<file path="config.mk">
export PLATFORM = sky130hd
export DESIGN_NAME = mseq_addr_sequencer
export DESIGN_NICKNAME = d
export VERILOG_FILES = /design/src/rtl/mseq_pkg.sv /design/src/rtl/mseq_cond_mux.sv /design/src/rtl/mseq_next_addr.sv /design/src/rtl/mseq_ret_reg.sv /design/src/rtl/mseq_addr_sequencer.sv
export SDC_FILE = /design/constraint.sdc
export NUM_CORES = 1
export LEC_CHECK = 0
export BUFFER_PORTS_ARGS = -buffer_cell sky130_fd_sc_hd__buf_2
export CAP_MARGIN = 20
export CORE_ASPECT_RATIO = 1.4
export CORE_MARGIN = 2
export CORE_UTILIZATION = 30
export CTS_CLUSTER_DIAMETER = 30
export DETAILED_ROUTE_END_ITERATION = 12
export SETUP_SLACK_MARGIN = 0.4
export SYNTH_ARGS = -nofsm -noshare
export SYNTH_HDL_FRONTEND = slang
export SYNTH_SLANG_ARGS = --single-unit
</file>
<file path="constraint.sdc">
create_clock -name clk_i -period 3 [get_ports clk_i]
set_input_delay 0.3 -clock clk_i [delete_from_list [all_inputs] [get_ports clk_i]]
set_output_delay 0.3 -clock clk_i [all_outputs]
set_load 0.02 [all_outputs]
</file>
<file path="src/rtl/mseq_pkg.sv">
package mseq_pkg;

    localparam int CAR_W   = 7;
    localparam int OPC_W   = 4;
    localparam int SEL_W   = 3;
    localparam int NSTAT   = 1 << SEL_W;
    localparam int SLOT_W  = 2;
    localparam int PAD_W   = CAR_W - OPC_W - SLOT_W;
    localparam int ONE_IDX = 0;

    typedef logic [CAR_W-1:0] car_t;
    typedef logic [OPC_W-1:0] opc_t;
    typedef logic [SEL_W-1:0] csel_t;

    typedef enum logic [1:0] {
        SRC_JUMP     = 2'd0,
        SRC_CALL     = 2'd1,
        SRC_RETURN   = 2'd2,
        SRC_DISPATCH = 2'd3
    } src_mode_e;

    typedef struct packed {
        car_t next_car;
        logic ret_wr;
        car_t ret_data;
        logic taken;
    } seq_dec_t;

    function automatic car_t dispatch_addr(input opc_t opc);
        return {{PAD_W{1'b0}}, opc, {SLOT_W{1'b0}}};
    endfunction

    function automatic car_t car_inc(input car_t a);
        return a + car_t'(1);
    endfunction

endpackage

</file>
<file path="src/rtl/mseq_cond_mux.sv">
module mseq_cond_mux
    import mseq_pkg::*;
(
    input  logic [NSTAT-1:0] status_i,
    input  csel_t            sel_i,
    output logic             cond_o
);
    logic [NSTAT-1:0] cond_vec;

    for (genvar g = 0; g < NSTAT; g++) begin : g_in
        if (g == ONE_IDX) begin : g_const
            assign cond_vec[g] = 1'b1;
        end else begin : g_stat
            assign cond_vec[g] = status_i[g];
        end
    end

    assign cond_o = cond_vec[sel_i];
endmodule

</file>
<file path="src/rtl/mseq_next_addr.sv">
module mseq_next_addr
    import mseq_pkg::*;
(
    input  car_t       car_i,
    input  car_t       ret_i,
    input  car_t       brch_i,
    input  opc_t       opc_i,
    input  src_mode_e  mode_i,
    input  logic       cond_i,
    output seq_dec_t   dec_o
);
    car_t inc;
    assign inc = car_inc(car_i);

    always_comb begin
        dec_o.next_car = inc;
        dec_o.ret_wr   = 1'b0;
        dec_o.ret_data = inc;
        dec_o.taken    = 1'b0;
        unique case (mode_i)
            SRC_JUMP: begin
                if (cond_i) begin
                    dec_o.next_car = brch_i;
                    dec_o.taken    = 1'b1;
                end
            end
            SRC_CALL: begin
                if (cond_i) begin
                    dec_o.next_car = brch_i;
                    dec_o.ret_wr   = 1'b1;
                    dec_o.taken    = 1'b1;
                end
            end
            SRC_RETURN: begin
                if (cond_i) begin
                    dec_o.next_car = ret_i;
                    dec_o.taken    = 1'b1;
                end
            end
            SRC_DISPATCH: begin
                dec_o.next_car = dispatch_addr(opc_i);
                dec_o.taken    = 1'b1;
            end
            default: ;
        endcase
    end
endmodule

</file>
<file path="src/rtl/mseq_ret_reg.sv">
module mseq_ret_reg
    import mseq_pkg::*;
(
    input  logic clk_i,
    input  logic rst_i,
    input  logic wr_i,
    input  car_t d_i,
    output car_t q_o
);
    always_ff @(posedge clk_i) begin
        if (rst_i)     q_o <= '0;
        else if (wr_i) q_o <= d_i;
    end
endmodule

</file>
<file path="src/rtl/mseq_addr_sequencer.sv">
module mseq_addr_sequencer
    import mseq_pkg::*;
#(
    parameter logic [6:0] FETCH_ADDR = 7'd0
) (
    input  logic       clk_i,
    input  logic       rst_i,
    input  logic [6:0] brch_addr_i,
    input  logic [2:0] cond_sel_i,
    input  logic [1:0] src_sel_i,
    input  logic [7:0] status_i,
    input  logic [3:0] opcode_i,
    output logic [6:0] car_o,
    output logic       taken_o
);
    car_t     car_q;
    car_t     ret_q;
    logic     cond;
    seq_dec_t dec;

    mseq_cond_mux u_cmux (
        .status_i (status_i),
        .sel_i    (cond_sel_i),
        .cond_o   (cond)
    );

    mseq_next_addr u_nxt (
        .car_i  (car_q),
        .ret_i  (ret_q),
        .brch_i (brch_addr_i),
        .opc_i  (opcode_i),
        .mode_i (src_mode_e'(src_sel_i)),
        .cond_i (cond),
        .dec_o  (dec)
    );

    mseq_ret_reg u_ret (
        .clk_i (clk_i),
        .rst_i (rst_i),
        .wr_i  (dec.ret_wr),
        .d_i   (dec.ret_data),
        .q_o   (ret_q)
    );

    always_ff @(posedge clk_i) begin
        if (rst_i) car_q <= FETCH_ADDR;
        else       car_q <= dec.next_car;
    end

    assign car_o   = car_q;
    assign taken_o = dec.taken;
endmodule

</file>
==> flow_summary.yaml <==
run_status:
  status: "finished clean"
sta:
  rsz0062_at_grt: "false"
  finalSetupViolCount: 0
  fmax_mhz: 560
  min_period_ns: 1.79
  slew_viol_final: 0
  fin_crit_sh: 0.595
  finalSetupTns_ns: 0
  relSlewSlack: 0.596
  hold_viol: 0
  worst_slew_pin_slew_ns: 0.606
  fin_skew_ns: 0.00538
clock_network:
  worstSkewPairLatency_ns: 0.27
  hold_buffers: 0
  clockRootBuffer: "clkbuf_4"
  numCtsBuffers: 3
  cts_buffer_depth: 2
  clock-sinks: 14
  post_cts_buffers: 0
  path_clk_slew_ns: 0.09
  cts_tree: "built"
  htree_levels: 1
  post_cts_resized: 0
synthesis:
  synth_area_per_cell_um2: 8.32
  synth_cell_types: 33
  synth_top_cell_by_area: "dfxtp_1"
  syn_inst: 99
  synth_ff_type: "dfxtp_1"
  async_flop_share: 0
  synth_nets: 126
  synth_edf_count: 0
  synth.top_cell.area_share: 0.340
  yosysSeqAreaShare: 0.340
  synthTopCellsByArea: "dfxtp_1 34%, mux2i_1 8.5%, nor2_1 5.9%"
  synth_warnings: 0
  synthesis.area_um2: 823
  synth-seq-cells: 14
pwr:
  seqPwrFrac: 0.459
  switchingPower_mw: 0.137
  p_clk_frac: 0.296
  power.internal_mw: 0.321
  power_frac_comb: 0.245
  ir_worst_vdd_mv: 0.177
  pwr_density_cell_nw_per_um2: 446
  leakagePower_nw: 0.459
  swShare: 0.299
drt:
  routed_via_density: 4.84
  drtIter0Drc: 13
  routed_wl_um: 1960
  antenna_left: 0
  drc: 0
  wl_per_cell_um: 11.9
  drt-pass1-iter-count: 4
  vias: 799
setup_path:
  r2r_slack_ns: 1.53
  worstPathRequired_ns: 3.17
  rr_startpoint: "car_o[0]"
  r2r-end: "car_o[6]"
  crit_type: "in -> reg"
  reg2reg_depth: 6
  crit_path_end_kind: "register"
  crit_arrival_ns: 1.96
  cp_max_fo: 17
  cp-startpoint: "cond_sel_i[2]"
  startpoint_type: "input pin"
global_routing:
  antenna_found_initial: 0
  grt_pass1_wl_um: 2960
  grt_max_degree: 18
  track_usage: 0.129
  grt_pass1_vias: 712
  grt_overflow: 0
die:
  die_w_um: 48.3
  die_area_um2: 3190
  coreArea_um2: 2620
  start_util: 0.315
  dieHeight_um: 66.0
  rows: 22
  io_pins: 34
cells_and_area:
  n_antenna_cell: 0
  fillers: 291
  drive_gt1_frac: 0.318
  syn2layout_area_growth_pct: 24.6
  finalCoreUtilization: 0.392
  num-nets-final: 157
flow_run:
  drv_cap: 0
worst_hold_path:
  worstHoldStart: "opcode_i[3]"
  hold_class: "in -> reg"
  min_to: "car_o[5]"
  hold_depth: 3
place:
  hpwl_um: 1500
  portBuffers: 32
  place.gp.congestion: 0.717
==> power groups by stage <==
stage	registers (mW)	clock network [mW]	logic [mW]
after global routing	0.212	0.148	0.125
after global placement	0.214	0	0.111
after floorplan	0.223	0	0.0693
final	0.210	0.135	0.112
after detailed placement	0.214	0	0.113
after CTS	0.210	0.141	0.114
==> synth_stat cells, drive strengths merged (3+ instances only) <==
cell type / n
o22ai: 4
buf: 3
mux2i: 7
o21ai: 4
a22oi: 3
xor2: 4
dfxtp: 14
a311oi: 3
nand2: 6
a21oi: 7
or2: 4
clkbuf: 3
nor2: 13
inv: 5
==> placed cells by master (no fill, tap or decap) <==
cell type,synthesis,final
buf_2,1,32
dfxtp_1,14,14
nor2_1,13,13
mux2i_1,7,7
a21oi_1,7,7
nand2_1,6,6
inv_1,5,5
o22ai_1,4,4
xor2_1,4,4
o21ai_0,3,3
or2_2,3,3
a22oi_1,3,3
a311oi_1,3,3
clkbuf_4,0,3
o21bai_1,2,2
nand3_1,2,2
a211oi_1,2,2
nand2b_1,1,1
a221oi_2,1,1
and2_1,1,1
or3_1,1,1
or2_1,1,1
nor2b_1,1,1
o21ai_1,1,1
nor3_1,1,1
a32oi_1,1,1
nand3b_1,1,1
xnor2_1,1,1
a2111oi_2,1,1
a2111oi_1,1,1
a21o_1,1,1
ha_1,1,1
clkbuf_8,0,1
==> through the flow <==
stage | area, µm² | cells | worst slack [ns] | power [mW] | hold slack [ns]
global route | 1030 | 165 | 1.05 | 0.485 | 0.305
CTS | 1030 | 165 | 1.20 | 0.465 | 0.276
finish | 1030 | 165 | 1.21 | 0.458 | 0.283
detailed placement | 990 | 161 | 0.908 | 0.328 | 0.474
floorplan | 823 | 99 | 1.40 | 0.292 | 0.369
global placement | 990 | 161 | 0.962 | 0.325 | 0.456
==> final cells by class <==
class                   instances  area [µm²]  area share
clock buffers                   4        36.3      0.0354
inverters                       5        18.8      0.0183
multi-input cells              74         485       0.473
flip-flops and latches         14         280       0.273
well taps                      36        45.0      0.0439
repair buffers                 32         160       0.156
==> critical path, stage by stage <==
cell and delay, ns:
buf_2 0.13, mux2i_1 0.12, a221oi_2 0.40, or2_1 0.56, nor2_1 0.10, a2111oi_2 0.35
==> flip-flops by register name, summed over array words and instances, names as in the netlist <==
register,cells
car_o,7
u_ret.q_o,7
==> per-layer routing <==
metal	vias up	track usage	routed length [µm]	part of all wire
li1	416	-	-	-
met1	356	0.153	850	0.43
met2	25	0.220	999	0.51
met3	2	0.0164	86	0.044
met4	0	0.0507	27	0.014
met5	-	0	0	0
==> how the worst max path moves through the flow <==
stage / endpoint / slack (ns)
after detailed placement: car_o[1] / 0.91
after floorplan: car_o[2] / 1.40
after global routing: car_o[1] / 1.05
after CTS: car_o[1] / 1.20
after global placement: car_o[0] / 0.96
final: car_o[1] / 1.21
==> kinds of logic after synthesis <==
kind of cell	after synthesis	share of synthesized area
XOR/XNOR	5	0.0532
AND/OR/NAND/NOR	31	0.175
buffers and inverters	11	0.0699
adder cells (fa/ha/maj)	1	0.0152
multiplexers	7	0.0851
AO/OA/AOI/OAI	30	0.261
flip-flops	14	0.340
Note: power is estimated with default switching activity, not from simulation.
